$ cat src/rtl/scan_acq_pkg.sv
package scan_acq_pkg;

  localparam int ADDR_W = 3;

  // register offsets
  typedef enum logic [ADDR_W-1:0] {
    A_DATA = 3'd0,
    A_SCAN = 3'd1,
    A_STAT = 3'd2,
    A_CTRL = 3'd3,
    A_MODE = 3'd4,
    A_BLK  = 3'd5
  } addr_e;

  typedef enum logic [1:0] {
    TRG_SOFT = 2'd0,
    TRG_FALL = 2'd1,
    TRG_RISE = 2'd2,
    TRG_PACE = 2'd3
  } trig_e;

  typedef enum logic [1:0] {
    IRQ_POLL   = 2'd0,
    IRQ_NEMPTY = 2'd1,
    IRQ_HALF   = 2'd2,
    IRQ_BLOCK  = 2'd3
  } irqm_e;

  // status bit positions
  localparam int ST_NE    = 0;
  localparam int ST_HALF  = 1;
  localparam int ST_FULL  = 2;
  localparam int ST_XINT  = 3;
  localparam int ST_CONV  = 4;
  localparam int ST_XTRIG = 5;

  // clear bit positions on a status write
  localparam int CL_CONV  = 0;
  localparam int CL_XTRIG = 1;
  localparam int CL_XINT  = 2;

  // control bit positions
  localparam int CT_XEN  = 3;
  localparam int CT_GATE = 7;

  // scan field offsets
  localparam int SC_HI_POS = 8;

endpackage

$ cat src/rtl/sac_trig_sel.sv
module sac_trig_sel
  import scan_acq_pkg::*;
(
  input  logic  clk,
  input  logic  rst_n,
  input  trig_e src,
  input  logic  soft_wr,
  input  logic  ext_trig,
  input  logic  pacer_tick,
  output logic  fire,
  output logic  ext_edge
);

  logic ext_q;
  logic rise_ev;
  logic fall_ev;

  always_ff @(posedge clk) begin
    if (!rst_n) ext_q <= 1'b0;
    else        ext_q <= ext_trig;
  end

  assign rise_ev = ext_trig & ~ext_q;
  assign fall_ev = ~ext_trig & ext_q;

  always_comb begin
    unique case (src)
      TRG_SOFT: fire = soft_wr;
      TRG_FALL: fire = fall_ev;
      TRG_RISE: fire = rise_ev;
      TRG_PACE: fire = pacer_tick;
      default:  fire = 1'b0;
    endcase
  end

  assign ext_edge = ((src == TRG_FALL) & fall_ev) | ((src == TRG_RISE) & rise_ev);


  edge_fires_chk: assert property (@(posedge clk) disable iff (!rst_n)
    ext_edge |-> fire);


  soft_only_chk: assert property (@(posedge clk) disable iff (!rst_n)
    (fire && src != TRG_PACE && !ext_edge) |-> (src == TRG_SOFT && soft_wr));

endmodule

$ cat src/rtl/sac_scan_seq.sv
module sac_scan_seq #(
  parameter int CH_W   = 6,
  parameter int DATA_W = 16
) (
  input  logic              clk,
  input  logic              rst_n,
  input  logic              fire,
  input  logic              load,
  input  logic [CH_W-1:0]   lo,
  input  logic [CH_W-1:0]   hi,
  input  logic              conv_done_i,
  input  logic [DATA_W-1:0] conv_data_i,
  output logic              conv_start_o,
  output logic [CH_W-1:0]   conv_chan_o,
  output logic              busy_o,
  output logic              sample_vld_o,
  output logic [DATA_W-1:0] sample_o
);

  logic [CH_W-1:0] cur;

  // channel that follows cur inside [lo, hi]; inverted or stray cur returns lo
  function automatic logic [CH_W-1:0] next_chan(
    input logic [CH_W-1:0] c,
    input logic [CH_W-1:0] l,
    input logic [CH_W-1:0] h
  );
    if (l > h || c >= h || c < l) return l;
    return c + CH_W'(1);
  endfunction

  always_ff @(posedge clk) begin
    if (!rst_n) begin
      cur          <= '0;
      busy_o       <= 1'b0;
      conv_start_o <= 1'b0;
      conv_chan_o  <= '0;
      sample_vld_o <= 1'b0;
      sample_o     <= '0;
    end else begin
      conv_start_o <= 1'b0;
      sample_vld_o <= 1'b0;
      if (fire && !busy_o) begin
        conv_start_o <= 1'b1;
        conv_chan_o  <= cur;
        busy_o       <= 1'b1;
      end
      if (busy_o && conv_done_i) begin
        busy_o       <= 1'b0;
        sample_vld_o <= 1'b1;
        sample_o     <= conv_data_i;
        cur          <= next_chan(cur, lo, hi);
      end
      if (load) cur <= lo;
    end
  end


  busy_drop_chk: assert property (@(posedge clk) disable iff (!rst_n)
    (fire && busy_o) |=> !conv_start_o);


  inverted_fixed_chk: assert property (@(posedge clk) disable iff (!rst_n)
    (conv_start_o && lo > hi && $stable(lo) && $stable(hi) && !$past(load) && !load)
      |-> conv_chan_o == lo);


  done_needs_busy_chk: assert property (@(posedge clk) disable iff (!rst_n)
    sample_vld_o |-> $past(busy_o));

endmodule

$ cat src/rtl/sac_sample_fifo.sv
module sac_sample_fifo #(
  parameter int DATA_W = 16,
  parameter int DEPTH  = 16
) (
  input  logic              clk,
  input  logic              rst_n,
  input  logic              push_req,
  input  logic [DATA_W-1:0] push_data,
  input  logic              pop_req,
  output logic [DATA_W-1:0] rd_data,
  output logic              not_empty,
  output logic              half,
  output logic              full
);

  localparam int AW    = $clog2(DEPTH);
  localparam int CNT_W = AW + 1;
  localparam logic [CNT_W-1:0] DEPTH_C = CNT_W'(DEPTH);
  localparam logic [CNT_W-1:0] HALF_C  = CNT_W'(DEPTH / 2);

  logic [DATA_W-1:0] mem [DEPTH];
  logic [AW-1:0]     wptr;
  logic [AW-1:0]     rptr;
  logic [CNT_W-1:0]  cnt;
  logic [DATA_W-1:0] last_q;
  logic              do_push;
  logic              do_pop;

  assign full      = (cnt == DEPTH_C);
  assign not_empty = (cnt != '0);
  assign half      = (cnt >= HALF_C);
  assign do_push   = push_req & ~full;
  assign do_pop    = pop_req & not_empty;
  assign rd_data   = not_empty ? mem[rptr] : last_q;

  always_ff @(posedge clk) begin
    if (do_push) mem[wptr] <= push_data;
  end

  always_ff @(posedge clk) begin
    if (!rst_n) begin
      wptr   <= '0;
      rptr   <= '0;
      cnt    <= '0;
      last_q <= '0;
    end else begin
      if (do_push) wptr <= wptr + AW'(1);
      if (do_pop) begin
        rptr   <= rptr + AW'(1);
        last_q <= mem[rptr];
      end
      case ({do_push, do_pop})
        2'b10:   cnt <= cnt + CNT_W'(1);
        2'b01:   cnt <= cnt - CNT_W'(1);
        default: cnt <= cnt;
      endcase
    end
  end


  no_overflow_chk: assert property (@(posedge clk) disable iff (!rst_n)
    (full && push_req && !pop_req) |=> (full && $stable(wptr)));


  empty_read_chk: assert property (@(posedge clk) disable iff (!rst_n)
    (pop_req && !not_empty) |=> $stable(rptr));


  count_bound_chk: assert property (@(posedge clk) disable iff (!rst_n)
    cnt <= DEPTH_C);

endmodule

$ cat src/rtl/sac_irq_ctrl.sv
module sac_irq_ctrl
  import scan_acq_pkg::*;
#(
  parameter int BLK_W = 16
) (
  input  logic             clk,
  input  logic             rst_n,
  input  irqm_e            mode,
  input  logic             gate,
  input  logic             xint_en,
  input  logic [2:0]       clr,
  input  logic             fifo_ne,
  input  logic             fifo_half,
  input  logic             sample_done,
  input  logic             ext_edge,
  input  logic             ext_irq_in,
  input  logic [BLK_W-1:0] blk_len,
  output logic             conv_pend,
  output logic             xtrig_pend,
  output logic             xint_pend,
  output logic             irq_o
);

  logic [BLK_W-1:0] blk_cnt;
  logic             blk_hit;
  logic             conv_set;
  logic             xi_q;
  logic             xint_rise;

  // end of block: this completion brings the count up to the length
  function automatic logic block_done(
    input logic [BLK_W-1:0] count,
    input logic [BLK_W-1:0] len
  );
    return (count + BLK_W'(1)) >= len;
  endfunction

  assign blk_hit   = (mode == IRQ_BLOCK) & sample_done & block_done(blk_cnt, blk_len);
  assign xint_rise = ext_irq_in & ~xi_q;

  always_comb begin
    unique case (mode)
      IRQ_NEMPTY: conv_set = fifo_ne;
      IRQ_HALF:   conv_set = fifo_half;
      IRQ_BLOCK:  conv_set = blk_hit;
      default:    conv_set = 1'b0;
    endcase
  end

  always_ff @(posedge clk) begin
    if (!rst_n) begin
      blk_cnt    <= '0;
      conv_pend  <= 1'b0;
      xtrig_pend <= 1'b0;
      xint_pend  <= 1'b0;
      xi_q       <= 1'b0;
    end else begin
      xi_q <= ext_irq_in;
      if (mode != IRQ_BLOCK)  blk_cnt <= '0;
      else if (blk_hit)       blk_cnt <= '0;
      else if (sample_done)   blk_cnt <= blk_cnt + BLK_W'(1);
      conv_pend  <= conv_set  | (conv_pend  & ~clr[CL_CONV]);
      xtrig_pend <= ext_edge  | (xtrig_pend & ~clr[CL_XTRIG]);
      xint_pend  <= xint_rise | (xint_pend  & ~clr[CL_XINT]);
    end
  end

  assign irq_o = gate & (conv_pend | (xint_en & xint_pend));


  polled_quiet_chk: assert property (@(posedge clk) disable iff (!rst_n)
    (clr[CL_CONV] && mode == IRQ_POLL) |=> !conv_pend);


  xint_clear_chk: assert property (@(posedge clk) disable iff (!rst_n)
    (clr[CL_XINT] && !xint_rise) |=> !xint_pend);


  xint_latch_chk: assert property (@(posedge clk) disable iff (!rst_n)
    xint_rise |=> xint_pend);


  irq_source_chk: assert property (@(posedge clk) disable iff (!rst_n)
    irq_o |-> (conv_pend || xint_pend));

endmodule

$ cat src/rtl/scan_acq_ctrl.sv
module scan_acq_ctrl
  import scan_acq_pkg::*;
#(
  parameter int CH_W       = 6,
  parameter int DATA_W     = 16,
  parameter int FIFO_DEPTH = 16,
  parameter int BLK_W      = 16,
  parameter int BLK_RST    = 4
) (
  input  logic              clk,
  input  logic              rst_n,
  input  logic [ADDR_W-1:0] addr,
  input  logic              wr_en,
  input  logic              rd_en,
  input  logic [DATA_W-1:0] wdata,
  output logic [DATA_W-1:0] rdata,
  input  logic              ext_trig,
  input  logic              pacer_tick,
  input  logic              ext_irq_in,
  output logic              conv_start,
  output logic [CH_W-1:0]   conv_chan,
  input  logic              conv_done,
  input  logic [DATA_W-1:0] conv_data,
  output logic              irq
);

  logic [CH_W-1:0]   scan_lo;
  logic [CH_W-1:0]   scan_hi;
  trig_e             trig_src;
  logic              xint_en;
  logic              gate;
  irqm_e             irq_mode;
  logic [BLK_W-1:0]  blk_len;
  logic              scan_load;

  logic              soft_wr;
  logic              pop;
  logic [2:0]        clr;
  logic              fire;
  logic              ext_edge;
  logic              busy;
  logic              sample_vld;
  logic [DATA_W-1:0] sample;
  logic [DATA_W-1:0] fifo_q;
  logic              fifo_ne;
  logic              fifo_half;
  logic              fifo_full;
  logic              conv_pend;
  logic              xtrig_pend;
  logic              xint_pend;

  assign soft_wr = wr_en & (addr == A_DATA);
  assign pop     = rd_en & (addr == A_DATA);
  assign clr     = (wr_en && addr == A_STAT) ? wdata[2:0] : 3'b000;

  always_ff @(posedge clk) begin
    if (!rst_n) begin
      scan_lo   <= '0;
      scan_hi   <= '0;
      trig_src  <= TRG_SOFT;
      xint_en   <= 1'b0;
      gate      <= 1'b0;
      irq_mode  <= IRQ_POLL;
      blk_len   <= BLK_W'(BLK_RST);
      scan_load <= 1'b0;
    end else begin
      scan_load <= wr_en & (addr == A_SCAN);
      if (wr_en) begin
        unique case (addr)
          A_SCAN: begin
            scan_lo <= wdata[CH_W-1:0];
            scan_hi <= wdata[SC_HI_POS+CH_W-1:SC_HI_POS];
          end
          A_CTRL: begin
            trig_src <= trig_e'(wdata[1:0]);
            xint_en  <= wdata[CT_XEN];
            gate     <= wdata[CT_GATE];
          end
          A_MODE: irq_mode <= irqm_e'(wdata[3:2]);
          A_BLK:  blk_len  <= wdata[BLK_W-1:0];
          default: ;
        endcase
      end
    end
  end

  always_comb begin
    rdata = '0;
    unique case (addr)
      A_DATA: rdata = fifo_q;
      A_SCAN: begin
        rdata[CH_W-1:0]                   = scan_lo;
        rdata[SC_HI_POS+CH_W-1:SC_HI_POS] = scan_hi;
      end
      A_STAT: begin
        rdata[ST_NE]    = fifo_ne;
        rdata[ST_HALF]  = fifo_half;
        rdata[ST_FULL]  = fifo_full;
        rdata[ST_XINT]  = xint_pend;
        rdata[ST_CONV]  = conv_pend;
        rdata[ST_XTRIG] = xtrig_pend;
      end
      A_CTRL: begin
        rdata[1:0]     = trig_src;
        rdata[CT_XEN]  = xint_en;
        rdata[CT_GATE] = gate;
      end
      A_MODE: rdata[3:2] = irq_mode;
      A_BLK:  rdata[BLK_W-1:0] = blk_len;
      default: rdata = '0;
    endcase
  end

  sac_trig_sel u_trig (
    .clk        (clk),
    .rst_n      (rst_n),
    .src        (trig_src),
    .soft_wr    (soft_wr),
    .ext_trig   (ext_trig),
    .pacer_tick (pacer_tick),
    .fire       (fire),
    .ext_edge   (ext_edge)
  );

  sac_scan_seq #(.CH_W(CH_W), .DATA_W(DATA_W)) u_seq (
    .clk          (clk),
    .rst_n        (rst_n),
    .fire         (fire),
    .load         (scan_load),
    .lo           (scan_lo),
    .hi           (scan_hi),
    .conv_done_i  (conv_done),
    .conv_data_i  (conv_data),
    .conv_start_o (conv_start),
    .conv_chan_o  (conv_chan),
    .busy_o       (busy),
    .sample_vld_o (sample_vld),
    .sample_o     (sample)
  );

  sac_sample_fifo #(.DATA_W(DATA_W), .DEPTH(FIFO_DEPTH)) u_fifo (
    .clk       (clk),
    .rst_n     (rst_n),
    .push_req  (sample_vld),
    .push_data (sample),
    .pop_req   (pop),
    .rd_data   (fifo_q),
    .not_empty (fifo_ne),
    .half      (fifo_half),
    .full      (fifo_full)
  );

  sac_irq_ctrl #(.BLK_W(BLK_W)) u_irq (
    .clk         (clk),
    .rst_n       (rst_n),
    .mode        (irq_mode),
    .gate        (gate),
    .xint_en     (xint_en),
    .clr         (clr),
    .fifo_ne     (fifo_ne),
    .fifo_half   (fifo_half),
    .sample_done (sample_vld),
    .ext_edge    (ext_edge),
    .ext_irq_in  (ext_irq_in),
    .blk_len     (blk_len),
    .conv_pend   (conv_pend),
    .xtrig_pend  (xtrig_pend),
    .xint_pend   (xint_pend),
    .irq_o       (irq)
  );


  one_outstanding_chk: assert property (@(posedge clk) disable iff (!rst_n)
    conv_start |-> !$past(busy));


  gate_low_chk: assert property (@(posedge clk) disable iff (!rst_n)
    !gate |-> !irq);

endmodule

$ cat config.mk
export PLATFORM = sky130hd
export DESIGN_NAME = scan_acq_ctrl
export DESIGN_NICKNAME = d
export VERILOG_FILES = /design/src/rtl/scan_acq_pkg.sv /design/src/rtl/sac_trig_sel.sv /design/src/rtl/sac_scan_seq.sv /design/src/rtl/sac_sample_fifo.sv /design/src/rtl/sac_irq_ctrl.sv /design/src/rtl/scan_acq_ctrl.sv
export SDC_FILE = /design/constraint.sdc
export NUM_CORES = 1
export LEC_CHECK = 0
export BUFFER_PORTS_ARGS = -buffer_cell sky130_fd_sc_hd__buf_2
export CAP_MARGIN = 0
export CELL_PAD_IN_SITES_DETAIL_PLACEMENT = 1
export CELL_PAD_IN_SITES_GLOBAL_PLACEMENT = 1
export CORE_AREA = 2 2 207 209
export DETAILED_ROUTE_END_ITERATION = 10
export DIE_AREA = 0 0 209 211
export GPL_TIMING_DRIVEN = 0
export PLACE_DENSITY = 0.66
export SETUP_SLACK_MARGIN = 0.3
export SYNTH_ARGS = -nofsm -noshare
export SYNTH_HDL_FRONTEND = slang
export SYNTH_HIERARCHICAL = 1
export SYNTH_SLANG_ARGS = --single-unit
$ cat constraint.sdc
create_clock -name clk -period 5.8 [get_ports clk]
set_input_delay 1.16 -clock clk [delete_from_list [all_inputs] [get_ports clk]]
set_output_delay 1.16 -clock clk [all_outputs]
set_load 0.005 [all_outputs]
==> run metrics <==
CP startpoint kind flip-flop; Setup WS pre-CTS 1.25 ns; Post-synth EDFFs about 260; critical path, cell by cell buf_2 > clkbuf_1 > mux4_2 > a22o_1 > nor2_1 > o21ai_0 > nor3b_1 > a31oi_1 > o21ai_0 > buf_2; Multi-input gate area just under 0.006 mm²; WP depth 10; DIE AREA between 0.04 and 0.05 mm²; fraction of layout instances using a drive strength above 1 between 20% and 30%; flop and latch count out of synthesis about 380; hpwl dp a little over 30 mm; status completed; Inserted Diodes 0; WP data arrival between 3 and 4 ns; largest net degree at the start of global routing 25; synth top area cells edfxtp_1 (47%), dfxtp_1 (15%), mux4_2 (9.0%); Final Worst Setup Slack 0.863 ns; Area growth syn-to-layout 16.7%; FP Rows 75; hold buffers post-CTS 0; minimum clock period ~4.9 ns; LEAKAGE 6.73 nW; PwrDens approximately 300 mW/mm²; number of global-route vias before repair about 11,000; final instance area between 0.015 and 0.02 mm²; Layout Nets around 1,400; Post-CTS Setup Inserts 0; post-route ant nets 0; fmax 0.203 GHz; Hold Crit Class reg2reg; Max Cap Viol 0; Post-CTS Resized 0; Internal between 4 and 5 mW; vias per inst around 5.5; Clock Sinks 376; Via Count between 10,000 and 15,000; htree depth 2; reg-to-reg critical path endpoint u_irq/blk_cnt[10]$_SDFFE_PP0P_; Syn Inst Count around 1,200; post-synth cell types 79; kind of critical path reg2out; clock latency on the worst-skew pair 0.57 ns; Slew headroom 30.7%; R2R cell count 12; initial antenna violation count 1; family with the most delay on the worst path buffers and inverters; Reg2Reg Setup Slack approximately 2.0 ns; Worst path slowest cell clkbuf_1; Die X 209 µm; Clk pwr share about half; First-pass DRT Iterations 5; initial core utilization between 30% and 40%; Reg clk slew, reported paths 0.07 ns; Worst Setup End Kind output port; Reg power frac 49.5%; RSZ-0062 raised after global routing false; GRT overflow 0; fillers ~4,200; clock skew around 0.039 ns; DRC viols 0; setup_tns 0 ns; Syn Area/Cell 13.5 µm²; TritonCTS clock tree done; Die Span Y 211 µm; synthesized area around 0.017 mm²; Max VDD drop 0.269 mV; starting DRC count in detailed routing approximately 600; placed instance area 0.0178 mm²; I/O pin cnt 67; CTS Buffer Depth 3; crit share post-route a little under nine tenths; worst path required time ~4.6 ns; IO Port Bufs 64; Max Slew Vio Count 0; Clock Root Buffer clkbuf_16; combinational share of power under 10%; Yosys top cell area share 46.6%; worst-path fanout max 10; wire per inst between 20 and 25 µm; Routed WL roughly 44 mm; Slowest Stage Delay on Critical Path between 0.7 and 0.8 ns; first-pass GRT wire length roughly 67 mm; crit path to rdata[7]; sw power 1.19 mW; Reg-to-Reg Start u_irq/blk_cnt[0]$_SDFFE_PP0P_; Seq/Total Area, Yosys 61.1%; Ys Warns 6; WP buf/inv 3; worst slew pin tran between 1 and 1.5 ns; Top FF cell, synth edfxtp_1; Setup-failing EPs final 0; area leader, netlist edfxtp_1; Placer Congestion 0.852; ys async rst share 0%; final hold violations 0; syn nets roughly 1,300; GRT Resource Usage Total about a fifth; CORE AREA around 0.042 mm²; FF/Latch Area a little over 0.01 mm²; CTS Buf Count 40; switching part of the total ~21%
==> cells in the final DEF, fill, tap and decap left out, types with 6 or more instances in the layout <==
cell and count:
a21boi_1 15, and3_1 6, buf_6 10, buf_2 81, dfxtp_1 120, nor2b_1 18
buf_4 8, mux2i_1 27, and2_1 8, a21boi_0 6, nand3_1 29, mux4_2 66
nor2_1 46, nor3_1 17, a22o_1 49, nand2b_1 9, xnor2_1 12, nand2_2 10
bufinv_16 8, or2_0 6, or3_1 8, xor2_1 21, nor2_2 13, o21ai_0 42
a31oi_1 9, nand2_1 122, buf_8 11, ha_1 44, clkbuf_1 38, a21boi_2 9
nand4_1 7, edfxtp_1 256, a21oi_1 45, clkbuf_16 40, inv_1 45
==> worst reg2reg max path, stage by stage (launching register included) <==
cell and delay (ns):
dfxtp_1 0.45, ha_1 0.25, nand3_1 0.25, nor3_1 0.50, a31oi_1 0.17, or2_2 0.32
ha_1 0.29, and4_1 0.26, nand3_1 0.11, a221o_1 0.36, a31oi_2 0.33, buf_2 0.29
nor3_1 0.08
==> stage by stage <==
| stage | cells | hold slack [ns] | utilization [%] | total power [mW] |
|---|---|---|---|---|
| floorplan | 1219 | 0.437 | - | 3.00 |
| global placement | 1822 | 0.442 | 41.9 | 3.06 |
| detailed placement | 1838 | 0.452 | 42.7 | 3.06 |
| CTS | 1911 | 0.461 | 46.2 | 5.87 |
| global route | 1911 | 0.480 | 46.2 | 5.97 |
| finish | 1911 | 0.461 | 46.2 | 5.80 |
==> worst min-delay path by stage <==
| stage | end | slack (ns) | cells past startpoint | start |
|---|---|---|---|---|
| after floorplan | u_fifo/last_q[0]$_SDFFE_PN0N_ | 0.44 | 2 | u_fifo/last_q[0]$_SDFFE_PN0N_ |
| after global placement | u_fifo/last_q[3]$_SDFFE_PN0N_ | 0.44 | 2 | u_fifo/last_q[3]$_SDFFE_PN0N_ |
| after detailed placement | u_fifo/last_q[14]$_SDFFE_PN0N_ | 0.45 | 2 | u_fifo/last_q[14]$_SDFFE_PN0N_ |
| after CTS | u_fifo/last_q[14]$_SDFFE_PN0N_ | 0.46 | 2 | u_fifo/last_q[14]$_SDFFE_PN0N_ |
| after global routing | u_fifo/last_q[14]$_SDFFE_PN0N_ | 0.48 | 2 | u_fifo/last_q[14]$_SDFFE_PN0N_ |
| final | u_fifo/last_q[8]$_SDFFE_PN0N_ | 0.46 | 2 | u_fifo/last_q[8]$_SDFFE_PN0N_ |
==> layout make-up <==
type                    instances  area share (%)
flip-flops and latches        376            52.4
multi-input cells             729            30.6
clock buffers                  54            5.73
well taps                     539            3.50
repair buffers                 80            3.04
plain buffers                  68            2.10
clock inverters                19            1.81
inverters                      46           0.896
==> power by group through the flow <==
stage | clock network, mW | logic (mW) | registers (mW)
3_3_place_gp | 0 | 0.134 | 2.93
6_report | 2.80 | 0.138 | 2.87
4_1_cts | 2.86 | 0.137 | 2.87
3_5_place_dp | 0 | 0.136 | 2.93
5_1_grt | 2.95 | 0.151 | 2.87
2_1_floorplan | 0 | 0.0829 | 2.92
==> cells by family (layout without fill, tap and decap cells) <==
logic type	count (synthesis)	count (layout)	synth area share, %
buffers and inverters	114	267	3.49
flip-flops	376	376	61.1
XOR/XNOR	33	33	1.75
adder cells (fa/ha/maj)	44	44	3.33
multiplexers	95	95	10.8
AO/OA/AOI/OAI	220	220	9.28
AND/OR/NAND/NOR	337	337	10.2
==> layer usage <==
metal | GRT usage, % | vias to the layer above | wire length (µm)
met2 | 34.9 | 240 | 21500
li1 | - | 4823 | -
met5 | 0 | - | 0
met4 | 5.81 | 0 | 1050
met1 | 26.3 | 5397 | 19100
met3 | 2.72 | 65 | 1950
==> cells in the mapped netlist (10+ instances only) <==
library cell,instances
edfxtp_1,256
buf_2,17
nor2_1,58
nand2_1,122
xor2_1,21
nand2_2,10
mux4_2,66
nor3_1,21
inv_1,45
nor2b_1,18
ha_1,44
xnor2_1,12
a22o_1,49
a21boi_1,15
nand3_1,29
o21ai_0,42
dfxtp_1,120
mux2i_1,27
clkbuf_1,29
a21oi_1,45
==> state kept, by name, indices dropped and copies added, names as in the netlist, 2 cells and up, named ones only <==
register and flops:
u_fifo/mem 256, scan_lo 6, u_fifo/wptr 4, u_fifo/last_q 16
u_irq/blk_cnt 16, u_seq/cur 6, u_seq/conv_chan_o 6, u_fifo/rptr 4
u_fifo/cnt 5, blk_len 16, trig_src 2, irq_mode 2
u_seq/sample_o 16, scan_hi 6
No activity file was read; power rests on OpenSTA's default activity.
